**src/rtl/twi_pkg.sv**
```systemverilog
package twi_pkg;

  typedef enum logic [3:0] {
    ST_IDLE,
    ST_ADDR,
    ST_ADDR_ACK,
    ST_WR,
    ST_WR_ACK,
    ST_RD,
    ST_RD_ACK,
    ST_HOLD,
    ST_SKIP
  } twi_state_e;

endpackage

```
**src/rtl/twi_sync.sv**
```systemverilog
module twi_sync #(
  parameter int WIDTH  = 2,
  parameter int STAGES = 2
) (
  input  logic             clk,
  input  logic             rst_n,
  input  logic [WIDTH-1:0] din,
  output logic [WIDTH-1:0] dout
);

  for (genvar i = 0; i < WIDTH; i++) begin : g_bit
    logic [STAGES-1:0] chain;
    always_ff @(posedge clk or negedge rst_n) begin
      if (!rst_n) chain <= '1;
      else        chain <= {chain[STAGES-2:0], din[i]};
    end
    assign dout[i] = chain[STAGES-1];
  end

endmodule

```
**src/rtl/twi_bus_events.sv**
```systemverilog
module twi_bus_events (
  input  logic clk,
  input  logic rst_n,
  input  logic scl_s,
  input  logic sda_s,
  output logic scl_rise,
  output logic scl_fall,
  output logic start_ev,
  output logic stop_ev
);

  logic scl_p, sda_p;

  always_ff @(posedge clk or negedge rst_n) begin
    if (!rst_n) begin
      scl_p <= 1'b1;
      sda_p <= 1'b1;
    end else begin
      scl_p <= scl_s;
      sda_p <= sda_s;
    end
  end

  assign scl_rise = scl_s & ~scl_p;
  assign scl_fall = ~scl_s & scl_p;
  // Framing conditions: data moves while clock stays high.
  assign start_ev = scl_s & scl_p & sda_p & ~sda_s;
  assign stop_ev  = scl_s & scl_p & ~sda_p & sda_s;

endmodule

```
**src/rtl/twi_ctrl.sv**
```systemverilog
module twi_ctrl
  import twi_pkg::*;
#(
  parameter int                DATA_W   = 8,
  parameter logic [DATA_W-2:0] OWN_ADDR = 7'h2A
) (
  input  logic              clk,
  input  logic              rst_n,
  input  logic              sda_s,
  input  logic              scl_rise,
  input  logic              scl_fall,
  input  logic              start_ev,
  input  logic              stop_ev,
  input  logic              local_ready,
  input  logic [DATA_W-1:0] tx_byte,
  output logic              scl_pull,
  output logic              sda_pull,
  output logic [DATA_W-1:0] rx_byte,
  output logic              rx_valid,
  output logic              tx_taken
);

  localparam int CNT_W = $clog2(DATA_W + 2);
  localparam logic [CNT_W-1:0] LAST_BIT = CNT_W'(DATA_W);
  localparam logic [CNT_W-1:0] ACK_BIT  = CNT_W'(DATA_W + 1);

  twi_state_e        st;
  logic [CNT_W-1:0]  cnt;
  logic [DATA_W-1:0] rx_sh;
  logic [DATA_W-1:0] tx_sh;
  logic              rd_dir;
  logic              ctl_nack;

  always_ff @(posedge clk or negedge rst_n) begin
    if (!rst_n) begin
      st       <= ST_IDLE;
      cnt      <= '0;
      rx_sh    <= '0;
      tx_sh    <= '0;
      rd_dir   <= 1'b0;
      ctl_nack <= 1'b0;
      scl_pull <= 1'b0;
      sda_pull <= 1'b0;
      rx_byte  <= '0;
      rx_valid <= 1'b0;
      tx_taken <= 1'b0;
    end else begin
      rx_valid <= 1'b0;
      tx_taken <= 1'b0;
      if (stop_ev) begin
        st       <= ST_IDLE;
        scl_pull <= 1'b0;
        sda_pull <= 1'b0;
      end else if (start_ev) begin
        st       <= ST_ADDR;
        cnt      <= '0;
        scl_pull <= 1'b0;
        sda_pull <= 1'b0;
      end else begin
        unique case (st)
          ST_ADDR, ST_WR: begin
            if (scl_rise && cnt < LAST_BIT) begin
              rx_sh <= {rx_sh[DATA_W-2:0], sda_s};
              cnt   <= cnt + 1'b1;
            end else if (scl_fall && cnt == LAST_BIT) begin
              if (st == ST_ADDR) begin
                if (rx_sh[DATA_W-1:1] == OWN_ADDR) begin
                  sda_pull <= 1'b1;
                  rd_dir   <= rx_sh[0];
                  st       <= ST_ADDR_ACK;
                end else begin
                  st <= ST_SKIP;
                end
              end else if (local_ready) begin
                sda_pull <= 1'b1;
                rx_byte  <= rx_sh;
                rx_valid <= 1'b1;
                st       <= ST_WR_ACK;
              end else begin
                st <= ST_SKIP;
              end
            end
          end
          ST_ADDR_ACK, ST_WR_ACK: begin
            if (scl_rise) begin
              cnt <= cnt + 1'b1;
            end else if (scl_fall && cnt == ACK_BIT) begin
              sda_pull <= 1'b0;
              scl_pull <= ~local_ready;
              st       <= ST_HOLD;
            end
          end
          ST_HOLD: begin
            if (local_ready) begin
              scl_pull <= 1'b0;
              cnt      <= '0;
              if (rd_dir) begin
                tx_sh    <= tx_byte;
                sda_pull <= ~tx_byte[DATA_W-1];
                tx_taken <= 1'b1;
                st       <= ST_RD;
              end else begin
                st <= ST_WR;
              end
            end
          end
          ST_RD: begin
            if (scl_rise) begin
              cnt <= cnt + 1'b1;
            end else if (scl_fall) begin
              if (cnt == LAST_BIT) begin
                sda_pull <= 1'b0;
                st       <= ST_RD_ACK;
              end else begin
                tx_sh    <= {tx_sh[DATA_W-2:0], 1'b0};
                sda_pull <= ~tx_sh[DATA_W-2];
              end
            end
          end
          ST_RD_ACK: begin
            if (scl_rise) begin
              ctl_nack <= sda_s;
              cnt      <= cnt + 1'b1;
            end else if (scl_fall && cnt == ACK_BIT) begin
              if (ctl_nack) begin
                st <= ST_SKIP;
              end else begin
                scl_pull <= ~local_ready;
                st       <= ST_HOLD;
              end
            end
          end
          default: ;
        endcase
      end
    end
  end

endmodule

```
**src/rtl/twi_target.sv**
```systemverilog
module twi_target #(
  parameter int             DATA_W      = 8,
  parameter int             SYNC_STAGES = 2,
  parameter logic [DATA_W-2:0] OWN_ADDR = 7'h2A
) (
  input  logic              clk,
  input  logic              rst_n,
  input  logic              scl_in,
  input  logic              sda_in,
  output logic              scl_pull,
  output logic              sda_pull,
  output logic [DATA_W-1:0] rx_byte,
  output logic              rx_valid,
  input  logic [DATA_W-1:0] tx_byte,
  output logic              tx_taken,
  input  logic              local_ready
);

  logic [1:0] lines_s;
  logic       scl_s, sda_s;
  logic       scl_rise, scl_fall, start_ev, stop_ev;

  twi_sync #(.WIDTH(2), .STAGES(SYNC_STAGES)) u_sync (
    .clk  (clk),
    .rst_n(rst_n),
    .din  ({scl_in, sda_in}),
    .dout (lines_s)
  );

  assign scl_s = lines_s[1];
  assign sda_s = lines_s[0];

  twi_bus_events u_ev (
    .clk     (clk),
    .rst_n   (rst_n),
    .scl_s   (scl_s),
    .sda_s   (sda_s),
    .scl_rise(scl_rise),
    .scl_fall(scl_fall),
    .start_ev(start_ev),
    .stop_ev (stop_ev)
  );

  twi_ctrl #(.DATA_W(DATA_W), .OWN_ADDR(OWN_ADDR)) u_ctrl (
    .clk        (clk),
    .rst_n      (rst_n),
    .sda_s      (sda_s),
    .scl_rise   (scl_rise),
    .scl_fall   (scl_fall),
    .start_ev   (start_ev),
    .stop_ev    (stop_ev),
    .local_ready(local_ready),
    .tx_byte    (tx_byte),
    .scl_pull   (scl_pull),
    .sda_pull   (sda_pull),
    .rx_byte    (rx_byte),
    .rx_valid   (rx_valid),
    .tx_taken   (tx_taken)
  );

endmodule

```
**config.mk**
```make
export PLATFORM = sky130hd
export DESIGN_NAME = twi_target
export DESIGN_NICKNAME = d
export VERILOG_FILES = /design/src/rtl/twi_pkg.sv /design/src/rtl/twi_sync.sv /design/src/rtl/twi_bus_events.sv /design/src/rtl/twi_ctrl.sv /design/src/rtl/twi_target.sv
export SDC_FILE = /design/constraint.sdc
export NUM_CORES = 1
export LEC_CHECK = 0
export ABC_CLOCK_PERIOD_IN_PS = 2700
export BUFFER_PORTS_ARGS = -buffer_cell sky130_fd_sc_hd__buf_2
export CORE_UTILIZATION = 34
export DETAILED_ROUTE_END_ITERATION = 10
export PLACE_DENSITY = 0.56
export REMOVE_ABC_BUFFERS = 1
export SETUP_SLACK_MARGIN = 0.15
export SLEW_MARGIN = 20
export SYNTH_ARGS = -nofsm -noshare
export SYNTH_HDL_FRONTEND = slang
export SYNTH_SLANG_ARGS = --single-unit
```
**constraint.sdc**
```tcl
create_clock -name clk -period 2.7 [get_ports clk]
set_clock_uncertainty 0.15 [all_clocks]
set_input_delay 0.135 -clock clk [delete_from_list [all_inputs] [get_ports clk]]
set_output_delay 0.135 -clock clk [all_outputs]
set_load 0.005 [all_outputs]
```
==> run_results.csv <==
group,metric,value,unit
run_status,status,"finished, final reports clean",
setup_path,start_kind,"register",
final_layout,diodes,0,
setup_path,slowest_delay,0.57,ns
logic_synthesis,async_flop_share,1.000,
setup_path,crit_slowest_cell,"dfstp_2",
logic_synthesis,avgSynthCellArea,10.32,sq um
global_route,first_global_vias,1629,
clock_network,cts_tree,"built",
logic_synthesis,synth_top_area_frac,0.4214,
logic_synthesis,yosys-top-cells-area,"dfrtp_1 42%, mux2_2 8.7%, dfstp_2 7.2%, mux2i_1 4.6%, a21oi_1 3.9%",
final_layout,multiInputGateArea,1046,sq um
timing,max_freq,434.8,MHz
timing,holdWs,0.001652,ns
detailed_routing,drtPass1Iterations,4,
logic_synthesis,ys_warn_count,0,
clock_network,ctsHtreeMaxLevel,2,
die,boundaryPins,25,
final_layout,ff_latch_area,1084,sq um
logic_synthesis,ys_seq_area_frac,0.4932,
final_layout,fin_nets,268,
die,start_util,0.3625,
timing,rsz0062_at_grt,"no",
timing,fin_crit,2.300,ns
detailed_routing,vias,1724,
setup_path,crit_chain,"or3b_1 > and4_4 > o41a_1 > a31oi_1 > o21ai_0 > o21a_1",
detailed_routing,drt_first_iter_violations,126,
detailed_routing,top_layer,"met4",
global_route,gr-total-overflow,0,
final_layout,fin_util,0.4364,
detailed_routing,ant_nets,0,
detailed_routing,wl_met3,251,um
die,die_area,6787,sq um
power,ir_worst_vdd,321.9,uV
clock_network,clkTransAtPathRegs,0.08,ns
logic_synthesis,synth_edf_count,0,
final_layout,syn_to_final_growth,20.39,%
timing,setup_violations,0,
setup_path,cp_max_fo,7,
detailed_routing,post_drt_wl_per_cell,14.14,um
clock_network,cts-buffers-inserted,5,
place,dp_hpwl,3.138,mm
clock_network,root_buffer,"clkbuf_8",
global_route,grt_max_degree,44,
final_layout,fin_cells,328,
logic_synthesis,synthesis.area,2197,sq um
setup_path,worstPathArrival,2.34,ns
place,io_buffers,24,
global_route,grt_pass1_wl,7.803,mm
setup_path,cp-end-kind,"register",
detailed_routing,wirelength,4.637,mm
final_layout,fill_cells,576,
global_route,grt_usage,0.1566,
timing,max-slew-margin-rel,0.6507,
power,power.total,1900,uW
die,die_h,82.39,um
min_path,min_path_type,"in2reg",
place,dp_cells,309,
clock_network,clkLatencyLatePin,0.29,ns
logic_synthesis,synthFlopType,"dfrtp_1",
timing,worst_pin_slew,0.5239,ns
power,p_per_area,718.3,nW/um^2
place,routabilityCongestion,0.8395,
setup_path,cp.required,2.74,ns
logic_synthesis,ys_ff_latch,43,
clock_network,cts_buffer_depth,2,
die,core,6061,sq um
die,num_rows,28,
detailed_routing,met2_length,2.160,mm
timing,hold_violations,0,
detailed_routing,via_per_inst,5.256,
global_route,antenna_found_initial,0,
die,die_w,82.39,um
timing,final_max_slew_viol_count,0,
detailed_routing,post-route-drc-count,0,
clock_network,cts.sinks,43,
logic_synthesis,synthCells,213,
clock_network,cts_setup_buffers,0,
power,p_leak,0.001191,uW
logic_synthesis,synth_top_area_cell,"dfrtp_1",
job,cap_violations,0,
logic_synthesis,ys_types,46,
timing,final.period_utilization,0.8519,
timing,fin_setup_tns,0,ns
detailed_routing,met1Wirelength,2.120,mm
setup_path,criticalPathCategory,"reg2reg",
final_layout,drive_gt1_frac,0.2688,
-- area by class of cell --
cell class,instances,area share
sequential,43,0.4096
tap,75,0.03548
multi-input combinational,153,0.3955
timing repair buffer,40,0.1050
clock inverter,2,0.01419
clock buffer,6,0.02744
inverter,9,0.01277
-- registers in the layout (all words and copies together), names as in the netlist, 4 cells and up --
name	count
u_ctrl.rx_byte	8
u_ctrl.rx_sh	8
u_ctrl.st	4
u_ctrl.tx_sh	7
u_ctrl.cnt	4
u_sync.g_bit.chain	4
-- per-layer routing --
| metal | vias up | track usage |
|---|---|---|
| li1 | 846 | - |
| met1 | 815 | 0.2101 |
| met5 | - | 0 |
| met2 | 56 | 0.2438 |
| met4 | 0 | 0.07193 |
| met3 | 7 | 0.02967 |
-- timing repair --
action	CTS	global route
resized for setup	0	0
hold endpoints to repair	46	0
hold buffers	10	0
-- logic make-up (layout without fill, tap and decap cells) --
group / after synthesis / count (layout) / synth area share
adders and majority gates: 3 / 3 / 0.01709
muxes: 27 / 27 / 0.1327
xor gates and xnor gates: 1 / 1 / 0.003987
DFF: 43 / 43 / 0.4932
and+or+nand+nor: 73 / 73 / 0.1840
AOI/OAI and AO/OA: 49 / 49 / 0.1384
buffers and inverters: 17 / 57 / 0.03075
-- synthesized netlist by cell type (2+ instances only) --
cell type   n
dfrtp_1    37
nor2_1     18
a21oi_1    17
mux2_2     17
nand2_1    16
a31oi_1    10
mux2i_1    10
o21ai_0    10
inv_1       9
nand3_1     9
dfstp_2     6
nand3b_1    4
nor2b_1     4
o21a_1      4
buf_2       3
clkbuf_1    3
ha_1        3
buf_1       2
nand4_1     2
nor3_1      2
or3b_1      2
-- worst max-delay path: cells and delay by family (launching register included) --
family / cells / cell delay (ns)
and+or+nand+nor: 2 / 0.57
AOI/OAI and AO/OA: 4 / 0.90
DFF: 1 / 0.57
-- layout by cell type (no fill, tap or decap), types with 10 or more instances in the layout --
cell           count
mux2i_1           10
buf_2             24
nand2_1           16
a21oi_1           17
a31oi_1           10
o21ai_0           10
dfrtp_1           37
dlygate4sd3_1     10
nor2_1            18
mux2_2            17
-- stage by stage --
step / setup WS [ns] / instance area (sq um)
2_1_floorplan: 0.5170 / 2163
3_3_place_gp: 0.4861 / 2415
3_5_place_dp: 0.4588 / 2415
4_1_cts: 0.4429 / 2625
5_1_grt: 0.2930 / 2645
6_report: 0.3999 / 2645
-- report_power, final --
| part | internal, uW | total, uW | switching (uW) |
|---|---|---|---|
| registers | 745 | 889 | 143 |
| clock network | 276 | 497 | 221 |
| logic | 230 | 514 | 285 |
-- path summary, 6_finish.rpt --
| check | to | slack (ns) | depth (start not counted) | start |
|---|---|---|---|---|
| setup / recovery | u_ctrl.st[0]$_DFFE_PN0P_ | 0.40 | 6 | u_ev.scl_p$_DFF_PN1_ |
| hold / removal | u_ctrl.tx_sh[2]$_DFFE_PN0P_ | 0.002 | 3 | tx_byte[2] |
| setup reg to reg | u_ctrl.st[0]$_DFFE_PN0P_ | 0.40 | 6 | u_ev.scl_p$_DFF_PN1_ |
| hold reg to reg | u_sync.g_bit[0].chain[1]$_DFF_PN1_ | 0.21 | 0 | u_sync.g_bit[0].chain[0]$_DFF_PN1_ |
| max in group asynchronous | u_ev.sda_p$_DFF_PN1_ | 1.77 | 3 | rst_n |
| min in group asynchronous | u_ctrl.rx_sh[6]$_DFFE_PN0P_ | 0.09 | 2 | rst_n |
Power figures use the tool's default switching activity.
